<file path="config.mk">
export PLATFORM = sky130hd
export DESIGN_NAME = sec_cmd_tx
export DESIGN_NICKNAME = d
export VERILOG_FILES = /design/src/rtl/sec_pkg.sv /design/src/rtl/sec_tick_gen.sv /design/src/rtl/sec_seg_timer.sv /design/src/rtl/sec_bit_ser.sv /design/src/rtl/sec_cmd_tx.sv
export SDC_FILE = /design/constraint.sdc
export NUM_CORES = 1
export LEC_CHECK = 0
export ABC_CLOCK_PERIOD_IN_PS = 3750
export BUFFER_PORTS_ARGS = -buffer_cell sky130_fd_sc_hd__buf_2
export CELL_PAD_IN_SITES_DETAIL_PLACEMENT = 0
export CELL_PAD_IN_SITES_GLOBAL_PLACEMENT = 1
export CORE_ASPECT_RATIO = 0.5
export CORE_MARGIN = 5
export CORE_UTILIZATION = 40
export CTS_BUF_LIST = sky130_fd_sc_hd__clkbuf_16
export DETAILED_ROUTE_END_ITERATION = 10
export PLACE_DENSITY_LB_ADDON = 0.1
export SLEW_MARGIN = 40
export SYNTH_ARGS = -nofsm -noshare
export SYNTH_HDL_FRONTEND = slang
export SYNTH_HIERARCHICAL = 1
export SYNTH_SLANG_ARGS = --single-unit
</file>
<file path="constraint.sdc">
create_clock -name clk -period 3.75 [get_ports clk]
set_clock_uncertainty 0.05 [all_clocks]
set_input_delay 0.375 -clock clk [delete_from_list [all_inputs] [get_ports clk]]
set_output_delay 0.375 -clock clk [all_outputs]
set_load 0.02 [all_outputs]
</file>
<file path="src/rtl/sec_pkg.sv">
package sec_pkg;

    typedef enum logic [2:0] {
        ST_IDLE,
        ST_LEAD,
        ST_MARK,
        ST_SPACE,
        ST_TRAIL,
        ST_BURST_A,
        ST_HOLDOFF
    } tx_state_e;

    typedef enum logic [1:0] {
        BURST_NONE = 2'b00,
        BURST_TONE = 2'b01,
        BURST_BYTE = 2'b10,
        BURST_RSVD = 2'b11
    } burst_e;

    function automatic int unsigned max2(int unsigned a, int unsigned b);
        return (a > b) ? a : b;
    endfunction

endpackage

</file>
<file path="src/rtl/sec_tick_gen.sv">
module sec_tick_gen #(
    parameter int unsigned DIV = 50
) (
    input  logic clk,
    input  logic rst_n,
    input  logic clr,
    output logic tick
);
    localparam int unsigned CW = (DIV > 1) ? $clog2(DIV) : 1;
    localparam logic [CW-1:0] LAST = CW'(DIV - 1);

    logic [CW-1:0] cnt_q;

    always_ff @(posedge clk) begin
        if (!rst_n || clr) begin
            cnt_q <= '0;
        end else if (cnt_q == LAST) begin
            cnt_q <= '0;
        end else begin
            cnt_q <= cnt_q + 1'b1;
        end
    end

    assign tick = (cnt_q == LAST);

    generate
        if (DIV > 1) begin : g_period_check
            // with a real divider two ticks never sit in adjacent cycles
            p_tick_spacing_r10: assert property (@(posedge clk) disable iff (!rst_n)
                tick |=> !tick);
        end
    endgenerate

endmodule

</file>
<file path="src/rtl/sec_seg_timer.sv">
module sec_seg_timer #(
    parameter int unsigned W = 16
) (
    input  logic         clk,
    input  logic         rst_n,
    input  logic         restart,
    input  logic         tick,
    input  logic [W-1:0] len,
    output logic         expire
);
    logic [W-1:0] cnt_q;

    assign expire = tick && !restart && ((cnt_q + W'(1)) == len);

    always_ff @(posedge clk) begin
        if (!rst_n) begin
            cnt_q <= '0;
        end else if (restart || expire) begin
            cnt_q <= '0;
        end else if (tick) begin
            cnt_q <= cnt_q + 1'b1;
        end
    end

    // a running segment never counts past its own length
    p_cnt_in_segment_r3: assert property (@(posedge clk) disable iff (!rst_n)
        (!restart && len != '0) |-> (cnt_q < len));

endmodule

</file>
<file path="src/rtl/sec_bit_ser.sv">
module sec_bit_ser (
    input  logic       clk,
    input  logic       rst_n,
    input  logic       load,
    input  logic [7:0] byte_in,
    input  logic       advance,
    output logic       cur_bit,
    output logic       last_bit
);
    logic [8:0] sh_q;
    logic [3:0] idx_q;

    always_ff @(posedge clk) begin
        if (!rst_n) begin
            sh_q  <= '0;
            idx_q <= '0;
        end else if (load) begin
            sh_q  <= {byte_in, ~^byte_in};
            idx_q <= '0;
        end else if (advance) begin
            sh_q  <= {sh_q[7:0], 1'b0};
            idx_q <= idx_q + 1'b1;
        end
    end

    assign cur_bit  = sh_q[8];
    assign last_bit = (idx_q == 4'd8);

    // nine symbols per byte, never a tenth
    p_idx_range_r2: assert property (@(posedge clk) disable iff (!rst_n)
        idx_q <= 4'd8);
    p_no_step_past_parity_r2: assert property (@(posedge clk) disable iff (!rst_n)
        (advance && !load) |-> !last_bit);

endmodule

</file>
<file path="src/rtl/sec_cmd_tx.sv">
module sec_cmd_tx #(
    parameter int unsigned CLK_FREQ   = 50_000_000,
    parameter int unsigned MAX_BYTES  = 8,
    parameter int unsigned T_SHORT_US = 500,
    parameter int unsigned T_LONG_US  = 1000,
    parameter int unsigned T_GAP_US   = 16000,
    parameter int unsigned T_BURST_US = 12500,
    parameter int unsigned T_HOLD_US  = 20000,
    localparam int unsigned LEN_W     = $clog2(MAX_BYTES + 1)
) (
    input  logic                   clk,
    input  logic                   rst_n,
    input  logic                   start,
    input  logic [LEN_W-1:0]       msg_len,
    input  logic [MAX_BYTES*8-1:0] msg_bytes,
    input  logic [1:0]             burst_sel,
    input  logic                   tone_en,
    output logic                   line_out,
    output logic                   busy,
    output logic                   done
);
    import sec_pkg::*;

    localparam int unsigned TICK_DIV = (CLK_FREQ >= 2_000_000) ? CLK_FREQ / 1_000_000 : 1;
    localparam int unsigned IDX_W    = (MAX_BYTES > 1) ? $clog2(MAX_BYTES) : 1;
    localparam int unsigned T_MAX    = max2(max2(max2(T_SHORT_US, T_LONG_US), max2(T_GAP_US, T_BURST_US)), T_HOLD_US);
    localparam int unsigned TW       = $clog2(T_MAX + 1);

    tx_state_e state_q, state_d;
    burst_e    burst_q;
    logic [MAX_BYTES-1:0][7:0] data_q;
    logic [LEN_W-1:0] count_q;
    logic [LEN_W-1:0] byte_idx_q;
    logic             in_burst_q;
    logic             line_q, done_q;

    logic             tick, expire;
    logic [TW-1:0]    seg_len;
    logic             ser_load, ser_adv, cur_bit, last_bit;
    logic [7:0]       ser_byte;
    logic             accept, finish, set_burst, more_bytes;
    logic [LEN_W-1:0] len_clamped;
    logic             line_d;

    assign len_clamped = (msg_len > LEN_W'(MAX_BYTES)) ? LEN_W'(MAX_BYTES) : msg_len;
    assign more_bytes  = (byte_idx_q < count_q);

    sec_tick_gen #(.DIV(TICK_DIV)) u_tick (
        .clk   (clk),
        .rst_n (rst_n),
        .clr   (state_q == ST_IDLE),
        .tick  (tick)
    );

    sec_seg_timer #(.W(TW)) u_timer (
        .clk     (clk),
        .rst_n   (rst_n),
        .restart (state_q == ST_IDLE),
        .tick    (tick),
        .len     (seg_len),
        .expire  (expire)
    );

    sec_bit_ser u_ser (
        .clk      (clk),
        .rst_n    (rst_n),
        .load     (ser_load),
        .byte_in  (ser_byte),
        .advance  (ser_adv),
        .cur_bit  (cur_bit),
        .last_bit (last_bit)
    );

    // Segment length for the state being held
    always_comb begin
        unique case (state_q)
            ST_LEAD, ST_TRAIL: seg_len = TW'(T_GAP_US);
            ST_MARK:           seg_len = cur_bit ? TW'(T_SHORT_US) : TW'(T_LONG_US);
            ST_SPACE:          seg_len = cur_bit ? TW'(T_LONG_US)  : TW'(T_SHORT_US);
            ST_BURST_A:        seg_len = TW'(T_BURST_US);
            ST_HOLDOFF:        seg_len = TW'(T_HOLD_US);
            default:           seg_len = TW'(T_GAP_US);
        endcase
    end

    // Next-state logic
    always_comb begin
        state_d   = state_q;
        ser_load  = 1'b0;
        ser_adv   = 1'b0;
        ser_byte  = data_q[byte_idx_q[IDX_W-1:0]];
        accept    = 1'b0;
        finish    = 1'b0;
        set_burst = 1'b0;
        unique case (state_q)
            ST_IDLE: begin
                if (start) begin
                    accept  = 1'b1;
                    state_d = ST_LEAD;
                end
            end
            ST_LEAD: begin
                if (expire) begin
                    if (more_bytes) begin
                        ser_load = 1'b1;
                        state_d  = ST_MARK;
                    end else begin
                        state_d  = ST_TRAIL;
                    end
                end
            end
            ST_MARK: begin
                if (expire) state_d = ST_SPACE;
            end
            ST_SPACE: begin
                if (expire) begin
                    if (!last_bit) begin
                        ser_adv = 1'b1;
                        state_d = ST_MARK;
                    end else if (in_burst_q) begin
                        state_d = ST_HOLDOFF;
                    end else if (more_bytes) begin
                        ser_load = 1'b1;
                        state_d  = ST_MARK;
                    end else begin
                        state_d  = ST_TRAIL;
                    end
                end
            end
            ST_TRAIL: begin
                if (expire) begin
                    unique case (burst_q)
                        BURST_TONE: state_d = ST_BURST_A;
                        BURST_BYTE: begin
                            ser_load  = 1'b1;
                            ser_byte  = 8'hFF;
                            set_burst = 1'b1;
                            state_d   = ST_MARK;
                        end
                        default: begin
                            finish  = 1'b1;
                            state_d = ST_IDLE;
                        end
                    endcase
                end
            end
            ST_BURST_A: begin
                if (expire) state_d = ST_HOLDOFF;
            end
            ST_HOLDOFF: begin
                if (expire) begin
                    finish  = 1'b1;
                    state_d = ST_IDLE;
                end
            end
            default: state_d = ST_IDLE;
        endcase
    end

    // State register and message context
    always_ff @(posedge clk) begin
        if (!rst_n) begin
            state_q    <= ST_IDLE;
            data_q     <= '0;
            count_q    <= '0;
            byte_idx_q <= '0;
            burst_q    <= BURST_NONE;
            in_burst_q <= 1'b0;
        end else begin
            state_q <= state_d;
            if (accept) begin
                data_q     <= msg_bytes;
                count_q    <= len_clamped;
                byte_idx_q <= '0;
                burst_q    <= burst_e'(burst_sel);
                in_burst_q <= 1'b0;
            end else if (set_burst) begin
                in_burst_q <= 1'b1;
            end else if (ser_load) begin
                byte_idx_q <= byte_idx_q + 1'b1;
            end
        end
    end

    // Output register: level follows the state being entered
    always_comb begin
        line_d = (state_d == ST_MARK) || (state_d == ST_BURST_A) ||
                 ((state_d == ST_IDLE) && tone_en);
    end

    always_ff @(posedge clk) begin
        if (!rst_n) begin
            line_q <= 1'b0;
            done_q <= 1'b0;
        end else begin
            line_q <= line_d;
            done_q <= finish;
        end
    end

    assign line_out = line_q;
    assign busy     = (state_q != ST_IDLE);
    assign done     = done_q;

    // silent segments keep the line low
    p_gaps_low_r3: assert property (@(posedge clk) disable iff (!rst_n)
        (state_q == ST_LEAD || state_q == ST_TRAIL || state_q == ST_HOLDOFF) |-> !line_out);
    // completion is a single-cycle pulse that ends busy
    p_done_single_r6: assert property (@(posedge clk) disable iff (!rst_n)
        done |=> !done);
    p_done_ends_busy_r6: assert property (@(posedge clk) disable iff (!rst_n)
        done |-> (!busy && $past(busy)));
    // a start while busy leaves the latched request untouched
    p_start_ignored_r8: assert property (@(posedge clk) disable iff (!rst_n)
        (busy && start) |=> ($stable(count_q) && $stable(burst_q)));
    // idle line tracks the tone request, busy line only high in keyed states
    p_tone_follow_r9: assert property (@(posedge clk) disable iff (!rst_n)
        (!busy && !start) |=> (line_out == $past(tone_en)));
    p_busy_high_keyed_r9: assert property (@(posedge clk) disable iff (!rst_n)
        (busy && line_out) |-> (state_q == ST_MARK || state_q == ST_BURST_A));
    // stored byte count never exceeds the buffer
    p_len_clamp_r11: assert property (@(posedge clk) disable iff (!rst_n)
        count_q <= LEN_W'(MAX_BYTES));

endmodule

</file>
==> flow_metrics.py, run 1 <==
metrics = {
    "detailed_routing": {
        "routedWlPerCell_um": 14.7,
        "drt-initial-drc-count": 259,
        "wirelength_um": 14600,
        "routed_via_density": 4.95,
        "dr.pass1.iters": 4,
        "ant_nets": 0,
        "drc": 0,
        "vias": 4925,
    },
    "worst_hold_path": {
        "hold_class": "primary input to register",
    },
    "logic_synthesis": {
        "ys.warnings.count": 6,
        "synth.distinct_cells": 62,
        "ys_seq_area_frac": 0.378,
        "syn_inst": 705,
        "async_flop_share": 0,
        "syn_area_per_cell_um2": 8.56,
        "ys.flop_type": "dfxtp_1",
        "synth_edf_count": 0,
        "ys_seq_elements": 114,
        "synth.cell_area_um2": 6040,
    },
    "placement": {
        "place_ws_ns": 0.0296,
        "dp.cells": 961,
        "gp_congestion": 0.855,
        "place.port_buffers": 76,
        "place_area_um2": 6640,
        "dp_hpwl_um": 10100,
    },
    "cells_and_area": {
        "area_delta_synth_final_pct": 22.0,
        "insertedDiodeCount": 0,
        "nets": 870,
        "final_area_um2": 7360,
        "drive_above_1_share": 0.216,
        "stdcell_count": 995,
    },
    "job": {
        "cap_violations": 0,
    },
    "global_routing": {
        "grt_max_degree": 57,
        "grt_use_total": 0.169,
        "grt-ovfl-total": 0,
        "grt_pass1_wl_um": 24500,
        "grt_pass1_vias": 4938,
        "antenna_found_initial": 0,
    },
    "floorplan": {
        "start_util": 0.413,
        "boundaryPins": 77,
        "fp.dieH_um": 96.9,
        "core-area_um2": 14600,
        "row_count": 31,
        "die_w_um": 184,
        "dieArea_um2": 17800,
    },
    "timing": {
        "final-setup-viol-count": 0,
        "maxSlewHeadroom": 0.522,
        "hold_viol": 0,
        "finalCritPeriodShare": 0.952,
        "final_max_slew_viol_count": 0,
        "tightest_slew_ns": 0.717,
        "whs_ns": 0.154,
        "worst_slack_ns": 0.178,
        "min_period_ns": 3.57,
        "fmax_mhz": 280,
    },
    "critical_path": {
        "crit_arrival_ns": 3.82,
        "end_kind": "register",
        "r2r_slack_ns": 0.18,
        "crit_path_max_fanout": 5,
        "cp.required_ns": 4.00,
        "worstSetupStartpointType": "register",
        "critPathKind": "register to register",
    },
    "power": {
        "power.density_nw_per_um2": 440,
        "clkPwrFrac": 0.537,
        "leakagePower_nw": 2.91,
        "pwr-share-comb": 0.068,
        "power_mw": 3.24,
        "netSwitchingFraction": 0.236,
        "pwr-share-seq": 0.394,
        "p_switching_uw": 765,
        "vdd.ir_drop.worst_v": 0.000330,
        "p_int_mw": 2.47,
    },
    "clocking": {
        "cts_buffer_depth": 2,
        "cts_root_buf": "clkbuf_16",
        "cts_buffers": 17,
        "cts_tree": "yes",
        "htree_num_levels": 4,
        "clkTransAtPathRegs_ns": 0.06,
        "clock_latency_ns": 0.41,
        "clkSinkCount": 114,
    },
    "status": {
        "outcome": "completed",
    },
}
-- power groups by stage --
stage / combinational (mW) / sequential [mW] / clock, mW
floorplan: 0.140 / 1.30 / 0
global placement: 0.219 / 1.30 / 0
detailed placement: 0.222 / 1.30 / 0
CTS: 0.222 / 1.28 / 1.78
global route: 0.251 / 1.28 / 1.83
finish: 0.222 / 1.28 / 1.74
-- cells in the final DEF (no fill, tap or decap), drive strengths merged, types with 17 or more instances in the layout --
| cell | count |
|---|---|
| o21ai | 18 |
| a21boi | 71 |
| xor2 | 21 |
| mux2i | 21 |
| dfxtp | 114 |
| buf | 103 |
| nor2 | 46 |
| nand2 | 187 |
| clkbuf | 17 |
| xnor2 | 22 |
| inv | 25 |
-- worst paths after layout --
| kind | from | endpoint | depth (start not counted) |
|---|---|---|---|
| hold reg to reg | count_q[2] | count_q[2] | 2 |
| setup / recovery | state_q[1] | line_out | 17 |
| setup reg to reg | state_q[1] | line_out | 17 |
| hold / removal | msg_bytes[41] | data_q[41] | 3 |
-- cell families (layout without fill, tap and decap cells) --
group | Yosys count | after routing | share of synthesized area
DFF | 114 | 114 | 0.378
AOI/OAI and AO/OA | 127 | 127 | 0.155
other | 1 | 3 | 0.000621
muxes | 37 | 37 | 0.0995
adders and majority gates | 11 | 11 | 0.0228
buffers and inverters | 65 | 155 | 0.0524
xor gates and xnor gates | 43 | 43 | 0.0624
and+or+nand+nor | 307 | 307 | 0.229
-- registers in the layout, summed over array words and instances (netlist names) --
signal and cells:
data_q 64, u_timer/cnt_q 15, u_ser/sh_q 9, u_tick/cnt_q 6, byte_idx_q 4, count_q 4
u_ser/idx_q 4, state_q 3, burst_q 2, done 1, in_burst_q 1, line_out 1
-- metrics by stage --
step / utilization / setup TNS, ns
6_report: 0.504 / 0
5_1_grt: 0.504 / -0.409
3_3_place_gp: 0.454 / 0
4_1_cts: 0.497 / 0
3_5_place_dp: 0.454 / 0
2_1_floorplan: - / 0
-- timing repair --
action / in CTS / in global routing
endpoints found under the setup margin: 0 / 15
endpoints found under the hold margin: 0 / 0
hold buffers: 0 / 0
setup buffers: 0 / 3
gates resized for setup: 0 / 17
-- Yosys cell counts (all sizes together), types with 4 or more instances --
library cell / count / area (um^2)
inv: 21 / 78.8
nor3: 8 / 40.0
a21boi: 71 / 533
nor2b: 4 / 25.0
xnor2: 22 / 193
nand2: 187 / 702
nand3: 14 / 80.1
nand4: 5 / 46.3
ha: 11 / 138
and2: 11 / 68.8
nor2: 46 / 173
nor3b: 5 / 37.5
mux2i: 21 / 210
dfxtp: 114 / 2280
xor2: 21 / 184
buf: 25 / 165
and3: 5 / 31.3
o21ai: 18 / 93.8
nand2b: 8 / 57.6
clkbuf: 19 / 72.6
mux4: 16 / 390
a21oi: 9 / 48.8
-- worst max-delay path: stages, from the launching register on --
cell	delay [ns]
dfxtp_1	0.36
nand2_1	0.08
nor2_2	0.11
inv_1	0.10
nand2_2	0.12
inv_1	0.10
xor2_2	0.16
xnor2_1	0.13
or4b_1	0.48
a22oi_1	0.18
nand4_1	0.16
nor4_4	0.30
nand2_2	0.14
buf_4	0.18
a211o_1	0.28
nor3_1	0.21
a211oi_1	0.08
a32o_1	0.22
-- final cells by class --
cell class / count / area [um^2]
fillers: 1408 / 7260
multi-input cells: 528 / 3530
flip-flops and latches: 114 / 2280
repair buffers: 103 / 593
clock buffers: 17 / 425
well taps: 198 / 248
clock inverters: 14 / 204
inverters: 21 / 78.8
-- routing by layer --
layer	routed length, um	track usage
met1	7400	0.236
met2	6590	0.259
met3	490	0.0405
met4	155	0.0471
met5	0	0
Power figures use the tool's default switching activity.
==> inputs of run 2 (changes only) <==
--- a/config.mk
+++ b/config.mk
@@ -5,16 +5,18 @@
 export SDC_FILE = /design/constraint.sdc
 export NUM_CORES = 1
 export LEC_CHECK = 0
+export ABC_AREA = 1
 export ABC_CLOCK_PERIOD_IN_PS = 3750
 export BUFFER_PORTS_ARGS = -buffer_cell sky130_fd_sc_hd__buf_2
 export CELL_PAD_IN_SITES_DETAIL_PLACEMENT = 0
 export CELL_PAD_IN_SITES_GLOBAL_PLACEMENT = 1
 export CORE_ASPECT_RATIO = 0.5
 export CORE_MARGIN = 5
-export CORE_UTILIZATION = 40
+export CORE_UTILIZATION = 37
 export CTS_BUF_LIST = sky130_fd_sc_hd__clkbuf_16
 export DETAILED_ROUTE_END_ITERATION = 10
 export PLACE_DENSITY_LB_ADDON = 0.1
+export SETUP_SLACK_MARGIN = 0.3
 export SLEW_MARGIN = 40
 export SYNTH_ARGS = -nofsm -noshare
 export SYNTH_HDL_FRONTEND = slang
==> run 2 against run 1 <==
Against the previous run:
- sequential share of layout area is 0.089 points lower
- total power is 4.7% lower
- critical path type unchanged
- global-route usage is 1.2 points higher
- via count is 20% higher
- combinational power is 27% higher
==> flow_metrics.py, run 2 <==
metrics = {
    "status": {
        "outcome": "completed",
    },
    "detailed_routing": {
        "dr.max_layer_used": "met4",
        "vias": 5891,
        "wirelength_um": 16900,
        "routedWlPerCell_um": 13.7,
        "route.met2.wl_um": 7690,
        "drc": 0,
        "wl_met3_um": 614,
        "drt-initial-drc-count": 290,
        "routed_via_density": 4.78,
        "dr.pass1.iters": 5,
        "wl_met1_um": 8470,
        "ant_nets": 0,
    },
    "clocking": {
        "clock_latency_ns": 0.42,
        "clkSinkCount": 114,
        "cts_tree": "yes",
        "cts_buffer_depth": 2,
        "cts_root_buf": "clkbuf_16",
        "htree_num_levels": 4,
        "cts_buffers": 17,
        "clkTransAtPathRegs_ns": 0.06,
        "postCtsHoldBufs": 0,
    },
    "timing": {
        "hold_viol": 0,
        "worst_slack_ns": 0.608,
        "final_max_slew_viol_count": 0,
        "finalSetupTns_ns": 0,
        "finalCritPeriodShare": 0.838,
        "rsz0062_at_grt": "false",
        "maxSlewHeadroom": 0.554,
        "fmax_mhz": 318,
        "min_period_ns": 3.14,
        "final-setup-viol-count": 0,
        "tightest_slew_ns": 0.669,
    },
    "logic_synthesis": {
        "synth_edf_count": 0,
        "synth_xor_area_frac": 0.00714,
        "post-synth-top-area-fraction": 0.372,
        "synth.area.top_cells": "dfxtp_1 (37%), nand2_1 (15%), a21oi_1 (7.7%), inv_1 (6.2%), nand3_1 (5.9%)",
        "synth_compound_area_frac": 0.181,
        "async_flop_share": 0,
        "ys_seq_area_frac": 0.372,
        "ys.flop_type": "dfxtp_1",
        "ys_seq_elements": 114,
        "synth.cell_area_um2": 6140,
        "synth.distinct_cells": 38,
        "post_synth_and_or_nand_nor_area_fraction": 0.308,
        "synth_mux_area_frac": 0.00163,
        "ys.warnings.count": 6,
        "yosys.area.top_type": "dfxtp_1",
        "syn_inst": 921,
        "synth_top_family_by_area": "simple AND/OR/NAND/NOR gates",
        "synthMostInstantiatedCell": "nand2_1",
        "syn_area_per_cell_um2": 6.66,
        "synth_fa_ha_area_frac": 0.0224,
        "yosys-top-cells-count": "nand2_1 (244), dfxtp_1 (114), inv_1 (102)",
    },
    "placement": {
        "place_area_um2": 6690,
        "place_ws_ns": 0.134,
        "place.port_buffers": 76,
        "dp.cells": 1198,
        "gp_congestion": 0.849,
        "dp_hpwl_um": 12200,
    },
    "global_routing": {
        "grt_pass1_vias": 5662,
        "antenna_found_initial": 0,
        "grt_pass1_wl_um": 27700,
        "grt_max_degree": 46,
        "grt-ovfl-total": 0,
        "grt_use_total": 0.181,
    },
    "cells_and_area": {
        "area_delta_synth_final_pct": 20.3,
        "layout_common_cells": "nand2_1 (241), dfxtp_1 (112), inv_1 (102)",
        "drive_above_1_share": 0.181,
        "largestRegisters": "data_q (64), u_timer/cnt_q (15), u_ser/sh_q (9)",
        "final_area_um2": 7380,
        "insertedDiodeCount": 0,
        "stdcell_count": 1233,
        "largest_reg_flops": 64,
        "final_util": 0.453,
        "top_register": "data_q",
        "nets": 1078,
        "layout_commonest_cell": "nand2_1",
    },
    "worst_hold_path": {
        "hold_class": "primary input to register",
    },
    "job": {
        "cap_violations": 0,
    },
    "floorplan": {
        "die_w_um": 192,
        "start_util": 0.376,
        "core-area_um2": 16300,
        "dieArea_um2": 19400,
        "row_count": 33,
        "boundaryPins": 77,
        "fp.dieH_um": 101,
    },
    "critical_path": {
        "critPathKind": "register to register",
        "worstSetupStartpointType": "register",
        "crit_path_max_fanout": 7,
        "end_kind": "register",
        "cp.required_ns": 4.05,
        "crit_arrival_ns": 3.44,
    },
    "power": {
        "leakagePower_nw": 3.16,
        "power.density_nw_per_um2": 418,
        "vdd.ir_drop.worst_v": 0.000302,
    },
}
==> run 2: cell count changes in the layout (fill, tap and decap cells not counted), sizes merged, moves of 11 or more <==
cell    change
nor2       +29
o21ai      +51
mux2i      -20
o211ai     +14
mux4       -16
a21boi     -71
xnor2      -19
nand3      +63
nand2      +64
inv        +92
a21oi      +90
and2       -11
xor2       -19
==> run 2: path summary, 6_finish.rpt <==
check | startpoint | endpoint | slack, ns | cells after the start
hold reg to reg | data_q[37] | data_q[37] | 0.40 | 2
hold / removal | msg_len[2] | count_q[2] | 0.13 | 3
setup reg to reg | state_q[1] | u_ser/sh_q[0] | 0.61 | 24
setup / recovery | state_q[1] | u_ser/sh_q[0] | 0.61 | 24
==> run 2: per-layer routing <==
layer	vias up	GRT usage
met1	2657	0.242
met2	88	0.293
li1	3136	-
met4	0	0.0438
met3	10	0.0488
met5	-	0
==> run 2: area by class of cell <==
type	count	area, um^2
Clock buffer	17	425
Clock inverter	15	121
Fill cell	1756	8920
Inverter	114	430
Multi-Input combinational cell	653	3310
Sequential cell	114	2280
Tap cell	227	284
Timing Repair Buffer	93	524
==> run 2: repair_timing <==
| action | CTS | global route |
|---|---|---|
| endpoints found under the hold margin | 0 | 0 |
| pin swaps | 0 | 0 |
| setup buffers | 0 | 3 |
| gates resized for setup | 2 | 28 |
| endpoints found under the setup margin | 9 | 18 |
==> run 2: logic make-up after synthesis <==
logic type      count (synthesis)
simple gates                  433
flops                         114
compound gates                199
other cells                     1
buf+inv                       157
fa+ha+maj                      11
xor+xnor                        5
mux                             1
==> run 2: report_power, final <==
part / leakage, nW / internal [mW] / switching, mW
logic: 1.95 / 0.101 / 0.180
registers: 0.934 / 1.27 / 0.0215
clock network: 0.269 / 0.903 / 0.612
==> run 2: worst max-delay path, stage by stage (launching register included) <==
cell and delay [ns]:
dfxtp_1 0.47, nand3_2 0.18, mux2i_1 0.47, nor2_4 0.08, nand2_1 0.08, nand2_1 0.05, inv_1 0.04, nand3_1 0.09
nor2_1 0.11, nand3_1 0.08, nor2_1 0.08, nand2_1 0.06, nor2_2 0.12, buf_4 0.17, nand3_4 0.09, buf_6 0.17
nand3_2 0.10, inv_1 0.07, nand2_1 0.07, nand2_1 0.07, nand2_1 0.07, nand2_1 0.06, nand2_2 0.06, nand3_2 0.07
a21oi_2 0.11
==> run 2: through the flow <==
stage          power [mW]  hold WS, ns
5_1_grt              3.23        0.133
3_3_place_gp         1.59        0.387
3_5_place_dp         1.60        0.392
6_report             3.09        0.130
2_1_floorplan        1.51        0.374
4_1_cts              3.12        0.118
==> inputs of run 3 (changes only) <==
--- a/config.mk
+++ b/config.mk
@@ -5,14 +5,14 @@
 export SDC_FILE = /design/constraint.sdc
 export NUM_CORES = 1
 export LEC_CHECK = 0
-export ABC_AREA = 1
-export ABC_CLOCK_PERIOD_IN_PS = 3750
+export ABC_AREA = 0
+export ABC_CLOCK_PERIOD_IN_PS = 3130
 export BUFFER_PORTS_ARGS = -buffer_cell sky130_fd_sc_hd__buf_2
 export CELL_PAD_IN_SITES_DETAIL_PLACEMENT = 0
 export CELL_PAD_IN_SITES_GLOBAL_PLACEMENT = 1
 export CORE_ASPECT_RATIO = 0.5
 export CORE_MARGIN = 5
-export CORE_UTILIZATION = 37
+export CORE_UTILIZATION = 40
 export CTS_BUF_LIST = sky130_fd_sc_hd__clkbuf_16
 export DETAILED_ROUTE_END_ITERATION = 10
 export PLACE_DENSITY_LB_ADDON = 0.1
==> constraint.sdc (replaced) <==
create_clock -name clk -period 3.13 [get_ports clk]
set_clock_uncertainty 0.05 [all_clocks]
set_input_delay 0.313 -clock clk [delete_from_list [all_inputs] [get_ports clk]]
set_output_delay 0.313 -clock clk [all_outputs]
set_load 0.02 [all_outputs]
==> run 3 against run 2 <==
Against the previous run:
- the run now ends with negative setup slack left
- cell count shrank 14%
- combinational power is essentially flat
- total power grew 28%
- sequential share of layout area shrank 2.8 points
- setup slack lost 0.78 ns
- die area shrank 8.4%
- critical path depth shrank 7
- clock-buffer cell count is the same
- via count shrank 14%
- routed wire length shrank 12%
- clock power grew 43%
- largest cell class unchanged
- largest power group unchanged
==> flow_metrics.py, run 3 (synthesis results as in run 1) <==
metrics = {
    "timing": {
        "hold_viol": 0,
        "fmax_mhz": 303,
        "final-setup-viol-count": 16,
        "maxSlewHeadroom": 0.589,
        "min_period_ns": 3.30,
        "tightest_slew_ns": 0.616,
        "final_max_slew_viol_count": 0,
        "finalCritPeriodShare": 1.05,
        "rsz0062_at_grt": "true",
        "worst_slack_ns": -0.172,
    },
    "cells_and_area": {
        "largest_reg_flops": 64,
        "layout_commonest_cell": "nand2_1",
        "area_delta_synth_final_pct": 34.7,
        "final_util": 0.556,
        "stdcell_count": 1066,
        "nets": 940,
        "largestRegisters": "data_q (64), u_timer/cnt_q (15), u_ser/sh_q (9)",
        "layout_common_cells": "nand2_1 (180), dfxtp_1 (109), buf_4 (88)",
        "top_register": "data_q",
        "drive_above_1_share": 0.297,
        "insertedDiodeCount": 0,
    },
    "placement": {
        "dp_hpwl_um": 10500,
        "place.port_buffers": 76,
        "dp.cells": 1018,
        "gp_congestion": 0.856,
    },
    "floorplan": {
        "boundaryPins": 77,
        "die_w_um": 184,
        "fp.dieH_um": 96.9,
        "dieArea_um2": 17800,
        "start_util": 0.413,
        "row_count": 31,
        "core-area_um2": 14600,
    },
    "detailed_routing": {
        "route.met2.wl_um": 6910,
        "drc": 0,
        "drt-initial-drc-count": 271,
        "wl_met1_um": 7420,
        "dr.pass1.iters": 4,
        "vias": 5081,
        "routedWlPerCell_um": 14.0,
        "routed_via_density": 4.77,
        "wirelength_um": 14900,
        "dr.max_layer_used": "met4",
        "ant_nets": 0,
        "wl_met3_um": 457,
    },
    "critical_path": {
        "crit_arrival_ns": 3.56,
        "critPathKind": "register to register",
        "rr_startpoint": "state_q[1]",
        "r2r_slack_ns": -0.17,
        "end_kind": "register",
        "worst-r2r-cell-count": 17,
        "cp.required_ns": 3.39,
        "worstSetupStartpointType": "register",
        "crit_path_max_fanout": 5,
        "regToRegEndpoint": "line_out",
    },
    "clocking": {
        "htree_num_levels": 4,
        "cts_buffers": 17,
        "clkSinkCount": 114,
        "cts_tree": "yes",
        "cts_root_buf": "clkbuf_16",
        "postCtsHoldBufs": 0,
        "cts_buffer_depth": 2,
        "clkTransAtPathRegs_ns": 0.06,
        "clock_latency_ns": 0.41,
    },
    "global_routing": {
        "grt_pass1_vias": 5223,
        "grt_max_degree": 72,
        "grt_pass1_wl_um": 25500,
        "grt-ovfl-total": 0,
        "grt_use_total": 0.174,
        "antenna_found_initial": 0,
    },
    "job": {
        "cap_violations": 0,
    },
    "power": {
        "power_mw": 3.97,
        "power.density_nw_per_um2": 488,
        "leakagePower_nw": 3.36,
        "vdd.ir_drop.worst_v": 0.000376,
    },
    "worst_hold_path": {
        "hold_path_end": "data_q[7]",
        "hp-start": "msg_bytes[7]",
        "holdPathStages": 3,
        "hold_class": "primary input to register",
    },
    "status": {
        "violations": "negative setup slack",
        "outcome": "complete, but fails checks",
    },
}
run 3: cell count changes in the layout (fill, tap and decap cells not counted), sizes merged, moves of 63 or more:
cell	change
inv	-92
a21oi	-90
buf	+78
a21boi	+71
nand2	-64
nand3	-63
run 3: critical path: stages (launching register included):
cell and delay, ns:
dfxtp_4 0.39, nand2_4 0.06, nor2_4 0.09, inv_2 0.05, nand2_2 0.06, inv_2 0.05, xor2_2 0.15, xnor2_1 0.12
or4b_1 0.48, a22oi_2 0.15, nand4_1 0.14, nor4_4 0.31, buf_4 0.19, nand2_4 0.07, a211o_1 0.26, o31ai_2 0.26
a211oi_1 0.11, a32o_1 0.21
run 3: layer usage:
layer	GRT usage	vias to the layer above
met5	0	-
met4	0.0449	0
met3	0.0476	9
met2	0.273	64
met1	0.239	2329
li1	-	2679
run 3: cell type report:
type	instances	area, um^2
Clock inverter	15	228
Clock buffer	17	425
Sequential cell	114	2290
Fill cell	1381	6490
Multi-Input combinational cell	528	3640
Timing Repair Buffer	173	1220
Tap cell	198	248
Inverter	21	78.8
run 3: what timing repair did:
item,in CTS,in global routing
buffers inserted,10,3
resized for setup,15,6
setup endpoints to repair,22,22
pin swaps,18,5
gates cloned,1,2
run 3: report_power, final:
group | leakage (nW) | switching (mW) | internal (mW) | total (mW)
Clock | 0.316 | 0.735 | 1.42 | 2.16
Sequential | 0.932 | 0.0263 | 1.50 | 1.53
Combinational | 2.12 | 0.147 | 0.134 | 0.281
run 3: stage by stage:
stage                     setup WS [ns]  TNS, ns  instance area (um^2)  hold WS (ns)
after global routing             -0.423    -6.72                  8130        0.0844
after floorplan                  -0.384    -4.64                  6180         0.384
after detailed placement         -0.356    -5.02                  7210         0.403
after CTS                        -0.191    -1.91                  8010        0.0788
after global placement           -0.230    -2.81                  7210         0.397
final                            -0.172    -2.17                  8130        0.0975
run 3: worst max path at each step:
stage | start | to
floorplan | state_q[1] | u_ser/sh_q[0]
global placement | state_q[2] | line_out
detailed placement | state_q[2] | line_out
CTS | state_q[1] | line_out
global route | state_q[1] | u_ser/sh_q[0]
finish | state_q[1] | line_out
